**src/rtl/fq_pkg.sv**
```systemverilog
package fq_pkg;
   // Flag bit positions inside the status byte; a register decoder reads them.
   localparam int unsigned ST_TX_FULL  = 4;
   localparam int unsigned ST_RX_FULL  = 5;
   localparam int unsigned ST_RX_EMPTY = 6;
   localparam int unsigned ST_TX_EMPTY = 7;

   typedef struct packed {
      logic empty;
      logic full;
      logic level_hit;
   } fq_flag_t;

   function automatic logic [7:0] fq_status(input fq_flag_t tx, input fq_flag_t rx);
      logic [7:0] s;
      s = '0;
      s[ST_TX_FULL]  = tx.full;
      s[ST_RX_FULL]  = rx.full;
      s[ST_RX_EMPTY] = rx.empty;
      s[ST_TX_EMPTY] = tx.empty;
      return s;
   endfunction
endpackage

```
**src/rtl/fq_ptr.sv**
```systemverilog
module fq_ptr #(
   parameter int DEPTH = 16,
   localparam int AW = $clog2(DEPTH),
   localparam int CW = AW + 1
) (
   input  logic          clk,
   input  logic          rst_n,
   input  logic          flush,
   input  logic          wr_req,
   input  logic          rd_req,
   output logic          wr_fire,
   output logic          rd_fire,
   output logic [AW-1:0] waddr,
   output logic [AW-1:0] raddr,
   output logic [CW-1:0] count
);
   localparam logic [CW-1:0] FULL_CNT = CW'(DEPTH);

   // Flush wins over both sides; a full queue refuses writes, an empty one reads.
   assign wr_fire = wr_req & ~flush & (count != FULL_CNT);
   assign rd_fire = rd_req & ~flush & (count != '0);

   always_ff @(posedge clk or negedge rst_n) begin
      if (!rst_n) begin
         waddr <= '0;
         raddr <= '0;
         count <= '0;
      end else if (flush) begin
         waddr <= '0;
         raddr <= '0;
         count <= '0;
      end else begin
         if (wr_fire) waddr <= waddr + 1'b1;
         if (rd_fire) raddr <= raddr + 1'b1;
         case ({wr_fire, rd_fire})
            2'b10:   count <= count + 1'b1;
            2'b01:   count <= count - 1'b1;
            default: count <= count;
         endcase
      end
   end
endmodule

```
**src/rtl/fq_ram.sv**
```systemverilog
module fq_ram #(
   parameter int W              = 8,
   parameter int DEPTH          = 16,
   parameter bit CLEAR_ON_RESET = 1'b1,
   localparam int AW = $clog2(DEPTH)
) (
   input  logic          clk,
   input  logic          rst_n,
   input  logic          we,
   input  logic [AW-1:0] waddr,
   input  logic [W-1:0]  wdata,
   input  logic [AW-1:0] raddr,
   output logic [W-1:0]  rdata
);
   logic [W-1:0] mem [DEPTH];

   generate
      if (CLEAR_ON_RESET) begin : g_clr
         always_ff @(posedge clk or negedge rst_n) begin
            if (!rst_n) begin
               for (int i = 0; i < DEPTH; i++) mem[i] <= '0;
            end else if (we) begin
               mem[waddr] <= wdata;
            end
         end
      end else begin : g_plain
         always_ff @(posedge clk) begin
            if (we) mem[waddr] <= wdata;
         end
      end
   endgenerate

   assign rdata = mem[raddr];
endmodule

```
**src/rtl/fq_flags.sv**
```systemverilog
module fq_flags #(
   parameter int DEPTH = 16,
   localparam int AW = $clog2(DEPTH),
   localparam int CW = AW + 1
) (
   input  logic [CW-1:0]    count,
   input  logic [AW-1:0]    thresh,
   output logic [AW-1:0]    occ,
   output fq_pkg::fq_flag_t flags
);
   logic [CW-1:0] cnt_m1;

   assign cnt_m1          = count - 1'b1;
   assign flags.empty     = (count == '0);
   assign flags.full      = (count == CW'(DEPTH));
   // count >= thresh + 1, written without widening the sum
   assign flags.level_hit = (count > {1'b0, thresh});
   assign occ             = flags.empty ? '0 : cnt_m1[AW-1:0];
endmodule

```
**src/rtl/fq_occ_unit.sv**
```systemverilog
module fq_occ_unit #(
   parameter int DEPTH       = 16,
   parameter int TX_W        = 10,
   parameter int RX_W        = 8,
   parameter bit STORE_RESET = 1'b1,
   localparam int AW = $clog2(DEPTH),
   localparam int CW = AW + 1
) (
   input  logic            clk,
   input  logic            rst_n,
   input  logic            tx_push,
   input  logic [TX_W-1:0] tx_push_data,
   input  logic            tx_pop,
   output logic [TX_W-1:0] tx_pop_data,
   input  logic            tx_flush,
   input  logic            rx_push,
   input  logic [RX_W-1:0] rx_push_data,
   input  logic            rx_pop,
   output logic [RX_W-1:0] rx_pop_data,
   input  logic [AW-1:0]   rx_level,
   output logic [AW-1:0]   tx_occ,
   output logic [AW-1:0]   rx_occ,
   output logic [7:0]      status,
   output logic            irq_rx_level,
   output logic            irq_tx_empty,
   output logic            irq_tx_half
);
   import fq_pkg::*;

   generate
      if (DEPTH < 2 || (DEPTH & (DEPTH - 1)) != 0) begin : g_bad_depth
         $error("fq_occ_unit: DEPTH must be a power of two of at least 2");
      end
      if (TX_W < 1 || RX_W < 1) begin : g_bad_width
         $error("fq_occ_unit: data widths must be positive");
      end
   endgenerate

   localparam logic [AW-1:0] TX_HALF_LVL = AW'(DEPTH / 2);

   // transmit queue
   logic          tx_wf, tx_rf;
   logic [AW-1:0] tx_wa, tx_ra;
   logic [CW-1:0] tx_cnt;
   fq_flag_t      tx_fl;

   fq_ptr #(.DEPTH(DEPTH)) u_tx_ptr (
      .clk(clk), .rst_n(rst_n), .flush(tx_flush),
      .wr_req(tx_push), .rd_req(tx_pop),
      .wr_fire(tx_wf), .rd_fire(tx_rf),
      .waddr(tx_wa), .raddr(tx_ra), .count(tx_cnt)
   );

   fq_ram #(.W(TX_W), .DEPTH(DEPTH), .CLEAR_ON_RESET(STORE_RESET)) u_tx_ram (
      .clk(clk), .rst_n(rst_n), .we(tx_wf),
      .waddr(tx_wa), .wdata(tx_push_data),
      .raddr(tx_ra), .rdata(tx_pop_data)
   );

   fq_flags #(.DEPTH(DEPTH)) u_tx_flags (
      .count(tx_cnt), .thresh(TX_HALF_LVL), .occ(tx_occ), .flags(tx_fl)
   );

   // receive queue
   logic          rx_wf, rx_rf;
   logic [AW-1:0] rx_wa, rx_ra;
   logic [CW-1:0] rx_cnt;
   fq_flag_t      rx_fl;

   fq_ptr #(.DEPTH(DEPTH)) u_rx_ptr (
      .clk(clk), .rst_n(rst_n), .flush(1'b0),
      .wr_req(rx_push), .rd_req(rx_pop),
      .wr_fire(rx_wf), .rd_fire(rx_rf),
      .waddr(rx_wa), .raddr(rx_ra), .count(rx_cnt)
   );

   fq_ram #(.W(RX_W), .DEPTH(DEPTH), .CLEAR_ON_RESET(STORE_RESET)) u_rx_ram (
      .clk(clk), .rst_n(rst_n), .we(rx_wf),
      .waddr(rx_wa), .wdata(rx_push_data),
      .raddr(rx_ra), .rdata(rx_pop_data)
   );

   fq_flags #(.DEPTH(DEPTH)) u_rx_flags (
      .count(rx_cnt), .thresh(rx_level), .occ(rx_occ), .flags(rx_fl)
   );

   // rd_fire of both sides only advances pointers; kept visible for the checker
   logic rx_taken, tx_taken;
   assign rx_taken = rx_rf;
   assign tx_taken = tx_rf;

   assign status       = fq_status(tx_fl, rx_fl);
   assign irq_rx_level = rx_fl.level_hit;
   assign irq_tx_empty = tx_fl.empty;
   assign irq_tx_half  = ~tx_fl.level_hit;
endmodule

```
**config.mk**
```make
export PLATFORM = sky130hd
export DESIGN_NAME = fq_occ_unit
export DESIGN_NICKNAME = d
export VERILOG_FILES = /design/src/rtl/fq_pkg.sv /design/src/rtl/fq_ptr.sv /design/src/rtl/fq_ram.sv /design/src/rtl/fq_flags.sv /design/src/rtl/fq_occ_unit.sv
export SDC_FILE = /design/constraint.sdc
export NUM_CORES = 1
export LEC_CHECK = 0
export ABC_AREA = 1
export BUFFER_PORTS_ARGS = -buffer_cell sky130_fd_sc_hd__buf_2
export CORE_ASPECT_RATIO = 0.6
export CORE_MARGIN = 4
export CORE_UTILIZATION = 67
export CTS_CLUSTER_DIAMETER = 60
export DETAILED_ROUTE_END_ITERATION = 7
export PLACE_DENSITY = 0.86
export SKIP_CTS_REPAIR_TIMING = 1
export SYNTH_ARGS = -nofsm -noshare
export SYNTH_HDL_FRONTEND = slang
export SYNTH_SLANG_ARGS = --single-unit
```
**constraint.sdc**
```tcl
create_clock -name clk -period 5.75 [get_ports clk]
set_clock_uncertainty 0.05 [all_clocks]
set_input_delay 0.2875 -clock clk [delete_from_list [all_inputs] [get_ports clk]]
set_output_delay 0.2875 -clock clk [all_outputs]
set_load 0.03 [all_outputs]
```
Yosys cells after proc, flatten, opt, wreduce, memory -nomap -nowiden
Cells that the tools add are included.
Widths: inputs -> output; s select.
- add/subtract/negate cells: 8
- order comparisons: 8
- equality and inequality tests: 8
- mux-type cells: 21
- bitwise logic cells: 12
- reduce and logical (&&, ||, !) cells: 10
- operator list (operator ; number):
    $bwmux 160 ; 1
    $bwmux 128 ; 1
    $bmux 10 s4 ; 1
    $demux 10 s4 ; 1
    $bmux 8 s4 ; 1
    $demux 8 s4 ; 1
    $mux 10 ; 3
    $mux 4 ; 6
    $mux 8 ; 3
    $ge 5x5->1 const B ; 4
    $not 4->5 ; 4
    $pmux 5 s2 ; 2
    $add 4x1->4 const B ; 4
    $add 5x1->5 const B ; 2
    $eq 5x5->1 const B ; 2
    $logic_not 5->1 ; 2
    $lt 5x1->1 const B ; 2
    $ne 5x5->1 const B ; 2
    $reduce_bool 5->1 ; 2
    $sub 5x1->5 const B ; 2
    $and 1x1->1 ; 6
    $reduce_bool 2->1 ; 3
    $gt 5x4->1 ; 1
    $gt 5x4->1 const B ; 1
    other kinds (6) ; 10
- register bits: 314
- bits of input ports: 29
- output and inout bits: 37
- word-level logic and storage cells: 105

Longest topological paths before layout
- depth after elaboration: 6
- mapped depth: 12
- depth with buffers taken out: 11

Cells and area by module
From an unflattened synthesis, not the netlist that was laid out.
- cells, all modules: 2206
- area, all modules: 16369.4 µm²
- by module, submodules not included (module ; instances ; cells an instance ; area each (µm²) ; sequential area each (µm²)):
    fq_ram at u_tx_ram ; 1 ; 1062 ; 7870.0 ; 4003.8
    fq_ram at u_rx_ram ; 1 ; 850 ; 6271.0 ; 3203.1
    fq_ptr ; 2 ; 99 ; 835.8 ; 325.3
    fq_flags ; 2 ; 44 ; 254.0 ; 0.0
    fq_occ_unit ; 1 ; 8 ; 48.8 ; 0.0

Worst setup path before layout
No wires, ideal clock.
- path kind: register to register
- start: reg u_rx_ptr.count[0]
- end: reg u_rx_ptr.count[4]
- library setup time: 118 ps
- arrival: 1787 ps
- required time: 5582 ps
- setup slack: 3795 ps
- cell stages (with the launch flop): 12
- buffers on the path: 1
- period minus slack after synthesis: 1955 ps
- cells stage by stage: dfrtp_1 > inv_1 > ha_1 > nand3_1 > nand2_1 > inv_1 > ha_1 > clkbuf_1 > o21ai_0 > o211ai_1 > xor2_1 > inv_1
- word-level cells in the longest chain between the ends: 4
- elaborated cells between the ends (all ways): 10
- those cells by class: 2 x add/sub; 3 x eq/ne; 1 x mux; 2 x bitwise; 2 x reduce/logical
- ends and longest elaborated chain (element ; line ; RTL):
    start, declared ; fq_ptr.sv:15 ; output logic [CW-1:0] count
    start signal, assigned ; fq_ptr.sv:36 ; 2'b10: count <= count + 1'b1;
    start signal, assigned ; fq_ptr.sv:37 ; 2'b01: count <= count - 1'b1;
    start signal, assigned ; fq_ptr.sv:38 ; default: count <= count;
    $reduce_bool 5->1 * ; fq_ptr.sv:21 ; assign rd_fire = rd_req & ~flush & (count != '0);
    $and 1x1->1 * ; fq_ptr.sv:21 ;
    net rx_rf ; fq_occ_unit.sv:65 ; logic rx_wf, rx_rf;
    $eq 2x1->1 / $eq 2x2->1 (equally long branches) ; fq_ptr.sv:35 ; case ({wr_fire, rd_fire})
    $pmux 5 s2 / $reduce_bool 2->1 (equally long branches) ; n/a ;
Mark *: on every way through the listed nets, which the timed path passes. The rest lies on a longest branch.
A chain may end at the register's enable or synchronous reset.

Worst setup path in the final report
- start: reg u_tx_ptr.raddr[0]
- end: out tx_pop_data[8]
- word-level cells in the longest chain between the ends: 4
- ends and longest elaborated chain (element ; line ; RTL):
    start, declared ; fq_ptr.sv:14 ; output logic [AW-1:0] raddr,
    start signal, assigned ; fq_ptr.sv:34 ; if (rd_fire) raddr <= raddr + 1'b1;
    $not 4->5 (not written as such) ; fq_ram.sv:33 ; assign rdata = mem[raddr];
    $bmux 10 s4 ; fq_ram.sv:33 ;
    $mux 10 (not written as such) (2 in series) ; fq_ram.sv:33 ;
    end, declared ; fq_occ_unit.sv:14 ; output logic [TX_W-1:0] tx_pop_data,
Every way passes these cells. The select of a mux whose other input is x is not followed.

==> flow_metrics.tcl <==
set metrics [dict create \
    outcome "finished, final reports clean" \
    cp-startpoint "u_tx_ptr.raddr[0]" \
    grt_overflow 0 \
    ant_nets 0 \
    ys_ff_latch 314 \
    drt_iter0_markers 1758 \
    num_rows 41 \
    synth_compound_area_frac 0.176 \
    critPathKind "reg2out" \
    clock_path_buffers 3 \
    grt_pass1_vias 12100 \
    netlist_instances 1776 \
    placed_area_um2 15000 \
    path_clk_slew_ns 0.06 \
    regToRegStartpoint "u_tx_ptr.count[0]" \
    synth_area_leader_cell "dfrtp_1" \
    timing.reg2reg.setup_slack_ns 2.74 \
    synth_ff_type "dfrtp_1" \
    period_minus_slack_ns 3.66 \
    grt_max_degree 119 \
    crit_required_ns 5.41 \
    synthTopCellsByCount "nand2_1 (448), dfrtp_1 (314), o21ai_1 (226), o21ai_0 (175), nor2_1 (116)" \
    port_buffers 61 \
    ys_seq_area_frac 0.526 \
    grt_pass1_wl_mm 65.4 \
    rsz0062_at_grt "no" \
    min_from "rx_pop" \
    slew_headroom 0.268 \
    final_nets 1797 \
    synthTopCellsByArea "dfrtp_1 (53%), nand2_1 (11%), o21ai_1 (7.6%)" \
    tightest_slew_ns 1.10 \
    vdd_drop_max_uv 351 \
    synth-async-reset-ratio 1.00 \
    min_path_cells 3 \
    antenna_cells 0 \
    r2r-end "u_tx_ram.mem[22]" \
    start_util 0.697 \
    drv_cap 0 \
    cts_tree "built" \
    dp_cells 1993 \
    setup_viol_count_final 0 \
    r2r_cells 7 \
    die_x_um 201 \
    max_freq_mhz 273 \
    vias 12900 \
    crit_path_start_kind "register" \
    cts_made_buffers 29 \
    synth_top_family_by_area "simple AND/OR/NAND/NOR gates" \
    grtUsageTotal 0.326 \
    synth_area_um2 14900 \
    power_density_nw_per_um2 533 \
    power_leakage_nw 7.36 \
    wl_per_cell_um 19.6 \
    ys_warn_count 0 \
    cp_max_fo 61 \
    first_pass_iters 6 \
    final_area_um2 16000 \
    cpPeakStageDelay_ns 1.02 \
    remaining_drc_errors 0 \
    synth_top_area_frac 0.526 \
    place_congestion 0.920 \
    tns_ns 0 \
    synthSimpleGateAreaFrac 0.203 \
    coreArea_um2 21400 \
    synth_cell_types 36 \
    cp-end-kind "output port" \
    yosys.cell_count.top_type "nand2_1" \
    hold-path-endpoint "u_rx_ptr.raddr[0]" \
    hp-class "in2reg" \
    synth.avg_cell_area_um2 8.41 \
    hold_slack_ns 0.00335 \
    fin_crit_sh 0.637 \
    dieArea_um2 24800 \
    wl_mm 40.2 \
    htree_levels 1 \
    hold_viol 0 \
    path_cells "inv_2 > o21ai_0 > o22ai_1 > o21ai_1 > nand2_1 > buf_2" \
    cp.arrival_ns 3.33 \
    cts.root.buffer_cell "clkbuf_16" \
    pin_count 66 \
    die_h_um 124 \
    clk_latency_ns 0.54 \
    clock_sinks 314 \
    synth_fa_ha_area_frac 0.0176 \
    viasPerCell 6.31 \
    synth_edf_count 0 \
    synth-xor-area-share 0.00879 \
    place_hpwl_mm 25.5 \
    grt_antenna_before_repair 0 \
    final_cells 2046 \
    area_delta_synth_final_pct 6.82 \
    maxSlewViolCount 0 \
    drive_above_1_share 0.0855 \
    muxShareOfSynthArea 0 \
    crit_path_top_delay_cell "dfrtp_2" \
]
[power by group]
part / leakage, nW / total, mW / switching, mW / internal [mW]
clock network: 0.449 / 1.90 / 0.853 / 1.04
registers: 4.13 / 3.33 / 0.518 / 2.81
logic: 2.78 / 3.29 / 2.25 / 1.03
total: 7.36 / 8.51 / 3.62 / 4.89
[worst max-delay path by stage]
stage                         to  cells past startpoint
2_1_floorplan  u_rx_ptr.count[4]                     11
3_3_place_gp      tx_pop_data[8]                      6
3_5_place_dp      tx_pop_data[8]                      6
4_1_cts           tx_pop_data[8]                      6
5_1_grt           tx_pop_data[8]                      6
6_report          tx_pop_data[8]                      6
[metrics by stage]
| stage | setup slack (ns) | total power, mW | util |
|---|---|---|---|
| after floorplan | 3.79 | 5.60 | - |
| after global placement | 2.88 | 6.40 | 0.701 |
| after detailed placement | 2.83 | 6.54 | 0.701 |
| after CTS | 2.18 | 8.44 | 0.743 |
| after global routing | 1.85 | 9.01 | 0.744 |
| final | 2.09 | 8.51 | 0.744 |
[cells by family (layout without fill, tap and decap cells)]
family | Yosys count | after routing
AO/OA/AOI/OAI | 492 | 492
XOR/XNOR | 15 | 15
adder cells (fa/ha/maj) | 21 | 21
buffers and inverters | 235 | 223
flip-flops | 314 | 314
other | 1 | 4
AND/OR/NAND/NOR | 698 | 698
[placed cells by master (no fill, tap or decap), types with 2 or more instances in the layout]
master           n
or2_2            2
o21ai_0        175
nor2_4           3
clkinvlp_4       3
clkbuf_8         2
buf_2           60
nand3_2          5
nor2_1         116
xor2_1          11
bufinv_16        2
clkbuf_1         4
dlygate4sd3_1    2
conb_1           4
nand2_1        448
dfrtp_1        312
nor3_1           3
buf_4            8
o211ai_1        61
nand4_1         27
inv_6            2
a21oi_1         26
o21ai_1        226
clkinv_1         2
ha_1            21
nand3_1         79
inv_1           91
dfrtp_2          2
xnor2_1          4
inv_2            7
clkinv_2         9
nand4_2          5
nand4_4          7
clkbuf_16       29
[critical path: cells and delay by family (launching register included)]
family,cells,cell delay [ns]
AO/OA/AOI/OAI,3,0.67
buffers and inverters,2,0.91
flip-flops,1,1.02
AND/OR/NAND/NOR,1,0.12
[registers in the layout, summed over array words and instances (netlist names)]
| register | flops |
|---|---|
| u_rx_ptr.count | 5 |
| u_rx_ptr.raddr | 4 |
| u_rx_ptr.waddr | 4 |
| u_rx_ram.mem | 128 |
| u_tx_ptr.count | 5 |
| u_tx_ptr.raddr | 4 |
| u_tx_ptr.waddr | 4 |
| u_tx_ram.mem | 160 |
[layout make-up]
class                      count  area [um2]
fill                        1570        5480
multi-input combinational   1230        6060
tap                          279         349
sequential                   314        7860
clock buffer                  35         768
timing repair buffer          71         395
inverter                     101         382
clock inverter                16         145
[metal layers]
metal | global-route usage | up-vias | share of wire
li1 | - | 5835 | -
met1 | 0.499 | 6264 | 0.45
met2 | 0.464 | 737 | 0.41
met3 | 0.0971 | 83 | 0.12
met4 | 0.0760 | 0 | 0.018
met5 | 0 | - | 0
Power figures use the tool's default switching activity.
